<file path="src/rtl/btb_pkg.sv">
package btb_pkg;
  localparam int PC_W  = 32;
  localparam int OFS_W = 2;
  typedef logic [PC_W-1:0] pc_t;
endpackage

</file>
<file path="src/rtl/btb_wr_sel.sv">
module btb_wr_sel
  import btb_pkg::*;
#(
  parameter int IDX_W = 6,
  localparam int TAG_W = PC_W - IDX_W - OFS_W
) (
  input  logic             dec_we,
  input  pc_t              dec_pc,
  input  pc_t              dec_target,
  input  logic             exe_we,
  input  pc_t              exe_pc,
  input  pc_t              exe_target,
  output logic             wr_en,
  output logic [IDX_W-1:0] wr_idx,
  output logic [TAG_W-1:0] wr_tag,
  output pc_t              wr_target
);
  pc_t sel_pc;

  always_comb begin
    wr_en = exe_we | dec_we;
    if (exe_we) begin
      sel_pc    = exe_pc;
      wr_target = exe_target;
    end else begin
      sel_pc    = dec_pc;
      wr_target = dec_target;
    end
  end

  assign wr_idx = sel_pc[IDX_W+OFS_W-1:OFS_W];
  assign wr_tag = sel_pc[PC_W-1:IDX_W+OFS_W];

  logic unused_ofs;
  assign unused_ofs = ^sel_pc[OFS_W-1:0];
endmodule

</file>
<file path="src/rtl/btb_store.sv">
module btb_store
  import btb_pkg::*;
#(
  parameter int IDX_W = 6,
  localparam int TAG_W = PC_W - IDX_W - OFS_W,
  localparam int DEPTH = 1 << IDX_W,
  localparam int ENT_W = TAG_W + PC_W
) (
  input  logic             clk,
  input  logic             wr_en,
  input  logic [IDX_W-1:0] wr_idx,
  input  logic [TAG_W-1:0] wr_tag,
  input  pc_t              wr_target,
  input  logic [IDX_W-1:0] rd_idx,
  output logic [TAG_W-1:0] rd_tag,
  output pc_t              rd_target
);
  logic [ENT_W-1:0] mem [DEPTH];
  logic [ENT_W-1:0] rd_q;

  always_ff @(posedge clk) begin
    rd_q <= mem[rd_idx];
    if (wr_en) mem[wr_idx] <= {wr_tag, wr_target};
  end

  assign rd_tag    = rd_q[ENT_W-1:PC_W];
  assign rd_target = rd_q[PC_W-1:0];
endmodule

</file>
<file path="src/rtl/btb_valid.sv">
module btb_valid #(
  parameter int IDX_W = 6,
  localparam int DEPTH = 1 << IDX_W
) (
  input  logic             clk,
  input  logic             rst,
  input  logic             wr_en,
  input  logic [IDX_W-1:0] wr_idx,
  input  logic [IDX_W-1:0] rd_idx,
  output logic             rd_vld
);
  logic [DEPTH-1:0] vld;

  always_ff @(posedge clk) begin
    if (rst) begin
      vld    <= '0;
      rd_vld <= 1'b0;
    end else begin
      rd_vld <= vld[rd_idx];
      if (wr_en) vld[wr_idx] <= 1'b1;
    end
  end
endmodule

</file>
<file path="src/rtl/btb_direct.sv">
module btb_direct
  import btb_pkg::*;
#(
  parameter int IDX_W = 6,
  localparam int TAG_W = PC_W - IDX_W - OFS_W
) (
  input  logic        clk,
  input  logic        rst,
  input  logic [31:0] lk_pc,
  output logic        lk_hit,
  output logic [31:0] lk_target,
  input  logic        dec_we,
  input  logic [31:0] dec_pc,
  input  logic [31:0] dec_target,
  input  logic        exe_we,
  input  logic [31:0] exe_pc,
  input  logic [31:0] exe_target
);
  logic             wr_en;
  logic [IDX_W-1:0] wr_idx;
  logic [TAG_W-1:0] wr_tag;
  pc_t              wr_target;
  logic [IDX_W-1:0] rd_idx;
  logic [TAG_W-1:0] rd_tag, lk_tag_q;
  pc_t              rd_target;
  logic             rd_vld;

  assign rd_idx = lk_pc[IDX_W+OFS_W-1:OFS_W];

  btb_wr_sel #(.IDX_W(IDX_W)) u_sel (
    .dec_we(dec_we), .dec_pc(dec_pc), .dec_target(dec_target),
    .exe_we(exe_we), .exe_pc(exe_pc), .exe_target(exe_target),
    .wr_en(wr_en), .wr_idx(wr_idx), .wr_tag(wr_tag), .wr_target(wr_target)
  );

  btb_store #(.IDX_W(IDX_W)) u_store (
    .clk(clk), .wr_en(wr_en), .wr_idx(wr_idx), .wr_tag(wr_tag),
    .wr_target(wr_target), .rd_idx(rd_idx), .rd_tag(rd_tag), .rd_target(rd_target)
  );

  btb_valid #(.IDX_W(IDX_W)) u_valid (
    .clk(clk), .rst(rst), .wr_en(wr_en), .wr_idx(wr_idx),
    .rd_idx(rd_idx), .rd_vld(rd_vld)
  );

  always_ff @(posedge clk) begin
    if (rst) lk_tag_q <= '0;
    else     lk_tag_q <= lk_pc[PC_W-1:IDX_W+OFS_W];
  end

  assign lk_hit    = rd_vld && (rd_tag == lk_tag_q);
  assign lk_target = lk_hit ? rd_target : '0;

  logic unused_ofs;
  assign unused_ofs = ^lk_pc[OFS_W-1:0];


  reset_clears_chk: assert property (@(posedge clk) disable iff (rst)
    $past(rst) |-> !lk_hit);


  exe_install_chk: assert property (@(posedge clk) disable iff (rst)
    (!$past(rst) && !$past(rst, 2) && $past(exe_we, 2) && !$past(exe_we) && !$past(dec_we)
     && $past(lk_pc[31:2]) == $past(exe_pc[31:2], 2))
    |-> (lk_hit && lk_target == $past(exe_target, 2)));


  dec_install_chk: assert property (@(posedge clk) disable iff (rst)
    (!$past(rst) && !$past(rst, 2) && $past(dec_we, 2) && !$past(exe_we, 2)
     && !$past(exe_we) && !$past(dec_we) && $past(lk_pc[31:2]) == $past(dec_pc[31:2], 2))
    |-> (lk_hit && lk_target == $past(dec_target, 2)));


  exe_priority_chk: assert property (@(posedge clk) disable iff (rst)
    (!$past(rst) && !$past(rst, 2) && $past(dec_we, 2) && $past(exe_we, 2)
     && !$past(exe_we) && !$past(dec_we)
     && $past(dec_pc[IDX_W+1:2], 2) == $past(exe_pc[IDX_W+1:2], 2)
     && $past(dec_pc[31:IDX_W+2], 2) != $past(exe_pc[31:IDX_W+2], 2)
     && $past(lk_pc[31:2]) == $past(dec_pc[31:2], 2))
    |-> !lk_hit);
endmodule

</file>
<file path="config.mk">
export PLATFORM = sky130hd
export DESIGN_NAME = btb_direct
export DESIGN_NICKNAME = d
export VERILOG_FILES = /design/src/rtl/btb_pkg.sv /design/src/rtl/btb_wr_sel.sv /design/src/rtl/btb_store.sv /design/src/rtl/btb_valid.sv /design/src/rtl/btb_direct.sv
export SDC_FILE = /design/constraint.sdc
export NUM_CORES = 2
export LEC_CHECK = 0
export BUFFER_PORTS_ARGS = -buffer_cell sky130_fd_sc_hd__buf_2
export CORE_ASPECT_RATIO = 1.4
export CORE_MARGIN = 8
export CORE_UTILIZATION = 62
export CTS_CLUSTER_DIAMETER = 100
export CTS_CLUSTER_SIZE = 25
export DETAILED_ROUTE_END_ITERATION = 12
export PLACE_DENSITY_LB_ADDON = 0.25
export SETUP_SLACK_MARGIN = 0.1
export SLEW_MARGIN = 20
export SYNTH_ARGS = -nofsm -noshare
export SYNTH_HDL_FRONTEND = slang
export SYNTH_HIERARCHICAL = 1
export SYNTH_SLANG_ARGS = --single-unit
</file>
<file path="constraint.sdc">
create_clock -name clk -period 9.1 [get_ports clk]
set_input_delay 2.275 -clock clk [delete_from_list [all_inputs] [get_ports clk]]
set_output_delay 2.275 -clock clk [all_outputs]
set_load 0.005 [all_outputs]
</file>
# After elaboration in Yosys (flattened, before gate mapping)
# Memory sizes are Yosys's and may differ from the RTL's. A register that Yosys moved wholly into a read port is not among the register bits.
# Index checks and enable logic that the tools add are counted.
# W data, S select, Z words.
[word_totals]
reg_bits = 89
ramBits = 3584
in_bits = 164
output_inout_bits = 33
word_cells = 21
mem_count = 1
[mem_list]
columns = ["memory", "words", "width", "rd", "rd_clocked_by_memory_dff", "wr", "line", "source"]
rows = [
  ["u_store.mem", 64, 56, 1, 1, 1, "btb_store.sv:18", "logic [ENT_W-1:0] mem [DEPTH];"],
]
[op_classes]
magnitude_cmp = 3
eq_ne = 1
mux = 9
bitwise = 2
reduce_logical = 2
[op_table]
columns = ["operator", "n"]
rows = [
  ["$mux W32", 3],
  ["$or A64 B64 Y64", 1],
  ["$eq A24 B24 Y1", 1],
  ["$lt A6 B7 Y1 const B", 2],
  ["$bmux W1 S6", 1],
  ["$demux W1 S6", 1],
  ["$ge A6 B1 Y1 const B", 1],
  ["$mux W1", 4],
  ["$logic_and A1 B1 Y1", 2],
  ["$or A1 B1 Y1", 1],
]

# Longest topological paths before layout
[depth]
ltp_word = 6
ltp_mapped = 10
ltp_nobuf = 5

# Cells and area by module
# Netlist, hierarchy kept.
[by_module_without_submodules]
columns = ["module", "instances", "cells_each", "area_per_inst_um2", "seq_area_each_um2"]
rows = [
  ["btb_store", 1, 5949, 136983.9, 108744.3],
  ["btb_valid", 1, 280, 2676.3, 1301.2],
  ["btb_direct", 1, 125, 1260.0, 480.5],
  ["btb_wr_sel", 1, 70, 1057.3, 0.0],
]

# Least setup slack after synthesis
# OpenSTA, ideal clock, no wires.
[synth_path]
path_kind = "input -> register"
startpoint = "input exe_we"
endpoint = "memory u_store/mem[48][0] (netlist name), enable pin"
setup_ns = 0.538
arrival_ns = 7.247
required_time_ns = 8.562
path_slack_ns = 1.314
stages = 7
path_buffers = 3
cell_sequence = "buf_6 buf_12 mux2_4 clkbuf_1 nor2b_1 nand4b_1 nor3_1"
[synth_between]
word_cells_on_any_way = 4
cone_classes = "mux (3); bitwise (1)"
[synth_lines]
columns = ["item", "line", "source"]
rows = [
  ["start, declared", "btb_direct.sv:15", "input logic exe_we,"],
  ["$mux W32", "btb_wr_sel.sv:22", "if (exe_we) begin"],
  ["named net wr_idx[3]", "btb_direct.sv:20", "logic [IDX_W-1:0] wr_idx;"],
  ["end, declared", "btb_store.sv:18", ""],
]
# The timed path passes the listed nets, and every way through them passes these cells.

# Final worst setup path
[layout_path]
startpoint = "register u_store.rd_q[50], read port of u_store.mem"
endpoint = "output lk_target[14]"
[layout_between]
elab_chain_cells = 3
[layout_lines]
columns = ["item", "line", "source"]
rows = [
  ["start, declared", "btb_store.sv:19", "logic [ENT_W-1:0] rd_q;"],
  ["$eq A24 B24 Y1", "btb_direct.sv:51", "assign lk_hit = rd_vld && (rd_tag == lk_tag_q);"],
  ["$logic_and A1 B1 Y1", "btb_direct.sv:51", ""],
  ["$mux W32", "btb_direct.sv:52", "assign lk_target = lk_hit ? rd_target : '0;"],
  ["end, declared", "btb_direct.sv:11", "output logic [31:0] lk_target,"],
]
# Every way passes these cells.

==> reports/qor.log <==
INFO  detailed_routing drtPass1Iterations=6
INFO  detailed_routing post-route-drc-count=0
INFO  clock_network  clkSlewWorstSetupHoldPaths=0.10ns
INFO  die            core_area=228000um^2
INFO  clock_network  post_cts_hold_buffer_count=0
INFO  clock_network  cts.path.max_buffers=4
INFO  grt            number_of_antenna_violations_at_the_first_check_in_global_routing=17
INFO  die            ioPinCount=197
INFO  synthesis      synth.distinct_cells=60
INFO  die            floorplan.initialDensity=62.1%
INFO  critical_path  worstSetupPathType=flop to output port
INFO  synthesis      postSynthCellCount=6424
INFO  timing         grt_setup_unrepaired=false
INFO  synthesis      postSynth.topFlopCell=sky130_fd_sc_hd__edfxtp_1
INFO  detailed_routing antenna_left=0
INFO  synthesis      synth.net_count=6588
INFO  timing         layout_min_cycle_time=5.98ns
INFO  synthesis      synth-seq-cells=3729
INFO  critical_path  cp_data_arrival_time=3.70ns
INFO  pwr            vdd_ir_drop_max=0.169mV
INFO  timing         timing.max_slew.rel_slack=19.8%
INFO  timing         timing.hold.ws=0.473ns
INFO  critical_path  cp_cell_sequence=xnor2_1 -> nand4_1 -> nor4_4 -> buf_4 -> and4_1 -> buf_2
INFO  grt            grt_start_max_net_pins=124
INFO  timing         worst_clock_skew=0.0699ns
INFO  place          port_buffers=190
INFO  critical_path  slowest_stage=sky130_fd_sc_hd__dfxtp_1
INFO  grt            first_global_vias=70294
INFO  clock_network  h-tree-depth=4
INFO  clock_network  numCtsBuffers=176
INFO  timing         fin_crit_sh=65.7%
INFO  critical_path  crit_path_end_kind=output port
INFO  die            die_area=245000um^2
INFO  timing         report.final.slew_viol_count=0
INFO  die            row_count=208
INFO  detailed_routing vias_per_cell=7.18
INFO  die            die_x=420um
INFO  clock_network  cts_setup_buffers=0
INFO  critical_path  critical-path-max-stage-delay=0.96ns
INFO  die            die_h=582um
INFO  synthesis      asyncSetResetFlopFracSynth=0%
INFO  synthesis      number_of_flops_mapped_to_enable_cells_by_yosys=3584
INFO  grt            grt_pass1_wl=522mm
INFO  clock_network  worst_skew_pair.late_latency=0.87ns
INFO  layout         syn2layout_area_growth=7.15%
INFO  grt            grt-ovfl-total=0
INFO  critical_path  cp.required=6.83ns
INFO  synthesis      syn_area=142000um^2
INFO  pwr            power.density_cell_area=198nW/um^2
INFO  synthesis      synth.avg_cell_area=22.1um^2
INFO  synthesis      synth.yosys.seq_area_share=77.8%
INFO  layout         nNetsFinal=6767
INFO  clock_network  ctsRootBufferMaster=sky130_fd_sc_hd__clkbuf_16
INFO  timing         setup_violations=0
INFO  clock_network  clock_tree_from_tritoncts=yes
INFO  detailed_routing wirelength=374mm
INFO  timing         total_negative_slack=0ns
INFO  detailed_routing drtIter0Drc=11327
INFO  place          post-place-cells=9470
INFO  synthesis      synth_warnings=6
INFO  timing         fmax=167MHz
INFO  timing         hold_viol_final=0
INFO  place          dpl.hpwl=212mm
INFO  place          routabilityCongestion=0.852
INFO  layout         post_layout_nonfiller_instances=9767
INFO  grt            gr-usage-all-layers=30.2%
INFO  critical_path  worstPathMaxFanout=34
INFO  detailed_routing routed-via-count=70109
INFO  critical_path  critical_path_start_type=flop
INFO  critical_path  worst-r2r-setup-slack=6.93ns
INFO  clock_network  cts_sinks=3729
INFO  timing         max_slew.worst_pin.slew=1.20ns
INFO  clock_network  post_cts_gate_resize_count=0
INFO  run            maxCapViolations=0
INFO  layout         layout-drive-gt1-share=23.4%
INFO  detailed_routing route.detailed.wl_per_inst=38.2um
INFO  worst_hold_path worstHoldPathType=flop to flop
INFO  status         run_status=complete, no violations
INFO  pwr            leakage=47.0nW
-- critical path: cells and delay by family (launching register included) --
kind / cells / cell delay, ns
buffers and inverters: 2 / 0.66
flip-flops: 1 / 0.96
AND/OR/NAND/NOR: 3 / 0.92
XOR/XNOR: 1 / 0.20
-- cell usage after synthesis, types with 6 or more instances --
cell,count,share of area [%]
sky130_fd_sc_hd__a21oi_1,76,0.27
sky130_fd_sc_hd__o21ai_1,19,0.067
sky130_fd_sc_hd__nor2b_1,41,0.18
sky130_fd_sc_hd__mux2_2,35,0.28
sky130_fd_sc_hd__buf_12,7,0.099
sky130_fd_sc_hd__a211oi_1,38,0.20
sky130_fd_sc_hd__buf_4,69,0.36
sky130_fd_sc_hd__a22oi_1,73,0.39
sky130_fd_sc_hd__xnor2_1,21,0.13
sky130_fd_sc_hd__nand2_1,82,0.22
sky130_fd_sc_hd__nand4_1,27,0.12
sky130_fd_sc_hd__a41o_1,9,0.063
sky130_fd_sc_hd__o211ai_1,6,0.032
sky130_fd_sc_hd__nor3_1,12,0.042
sky130_fd_sc_hd__o211a_1,8,0.056
sky130_fd_sc_hd__o21ai_0,41,0.14
sky130_fd_sc_hd__o21a_1,33,0.17
sky130_fd_sc_hd__dfxtp_1,145,2.0
sky130_fd_sc_hd__and4_1,29,0.18
sky130_fd_sc_hd__a311oi_1,22,0.14
sky130_fd_sc_hd__nor2_1,167,0.44
sky130_fd_sc_hd__o22ai_1,252,1.1
sky130_fd_sc_hd__mux2_4,59,0.62
sky130_fd_sc_hd__nand3_1,31,0.11
sky130_fd_sc_hd__nor4_1,35,0.15
sky130_fd_sc_hd__buf_1,15,0.040
sky130_fd_sc_hd__mux4_1,9,0.17
sky130_fd_sc_hd__a211o_1,10,0.062
sky130_fd_sc_hd__mux4_2,810,13
sky130_fd_sc_hd__and2_1,17,0.075
sky130_fd_sc_hd__buf_2,106,0.37
sky130_fd_sc_hd__o221ai_1,57,0.35
sky130_fd_sc_hd__edfxtp_1,3584,76
sky130_fd_sc_hd__mux2i_1,222,1.6
sky130_fd_sc_hd__clkbuf_1,140,0.37
sky130_fd_sc_hd__buf_6,36,0.29
sky130_fd_sc_hd__and3_1,12,0.053
sky130_fd_sc_hd__nand2b_1,14,0.062
-- power breakdown --
part           switching [W]  total, W  leakage [nW]  internal, W
combinational        0.00131   0.00197          11.2     0.000660
sequential          0.000142    0.0193          33.5       0.0192
clock                0.00508   0.00880          2.37      0.00372
total                0.00653    0.0301          47.0       0.0236
-- state kept, by name, summed over array words and instances (netlist names) --
name            flops
lk_tag_q           24
u_store/mem      3584
u_store/rd_q       56
u_valid/rd_vld      1
u_valid/vld        64
-- area by class of cell --
class | count | area (um^2)
antenna | 10 | 25.0
clock buffer | 279 | 4850
clock inverter | 8 | 104
fill | 14230 | 76400
inverter | 2 | 12.5
multi-input combinational | 2315 | 29800
sequential | 3729 | 111000
tap | 3045 | 3810
timing repair buffer | 379 | 3010
-- final timing paths --
kind | start | end | cells past startpoint
worst max register to register | u_store/mem[5][21] | u_store/rd_q[21] | 5
worst min-delay path | u_valid/vld[5] | u_valid/vld[5] | 2
worst min register to register | u_valid/vld[5] | u_valid/vld[5] | 2
worst max-delay path | u_store/rd_q[50] | lk_target[14] | 6
-- through the flow --
step | setup slack [ns] | power (W) | cell area, um^2 | utilization, %
floorplan | 1.31 | 0.0209 | 142000 | -
global placement | 3.06 | 0.0216 | 147000 | 64.3
detailed placement | 2.92 | 0.0217 | 147000 | 64.4
CTS | 3.20 | 0.0302 | 152000 | 66.6
global route | 3.14 | 0.0308 | 152000 | 66.6
finish | 3.12 | 0.0301 | 152000 | 66.6
-- metal layers --
layer,track usage [%],up-vias,share of wire (%)
met4,11.0,10,4.4
met3,6.08,836,12
met5,0,-,0.018
met2,50.2,4890,50
li1,-,27403,-
met1,40.3,36970,34
-- logic make-up after synthesis --
kind of cell / synth area share [%]
xor gates and xnor gates: 0.148
muxes: 15.5
DFF: 77.8
and+or+nand+nor: 1.80
AOI/OAI and AO/OA: 3.15
buffers and inverters: 1.58
-- cells in the final DEF (no fill, tap or decap), types with 36 or more instances in the layout --
master,netlist,routed
sky130_fd_sc_hd__nand2_1,82,75
sky130_fd_sc_hd__clkbuf_1,140,100
sky130_fd_sc_hd__mux4_2,810,810
sky130_fd_sc_hd__mux2i_1,222,222
sky130_fd_sc_hd__a22oi_1,73,73
sky130_fd_sc_hd__mux2_4,59,61
sky130_fd_sc_hd__dfxtp_1,145,145
sky130_fd_sc_hd__a21oi_1,76,76
sky130_fd_sc_hd__edfxtp_1,3584,3584
sky130_fd_sc_hd__buf_4,69,146
sky130_fd_sc_hd__nor2b_1,41,36
sky130_fd_sc_hd__nor2_1,167,102
sky130_fd_sc_hd__buf_2,106,183
sky130_fd_sc_hd__a211oi_1,38,38
sky130_fd_sc_hd__nor2_4,0,63
sky130_fd_sc_hd__clkbuf_16,0,179
sky130_fd_sc_hd__o21ai_0,41,41
sky130_fd_sc_hd__buf_12,7,43
sky130_fd_sc_hd__o221ai_1,57,57
sky130_fd_sc_hd__o22ai_1,252,252
No activity file was read; power rests on OpenSTA's default activity.
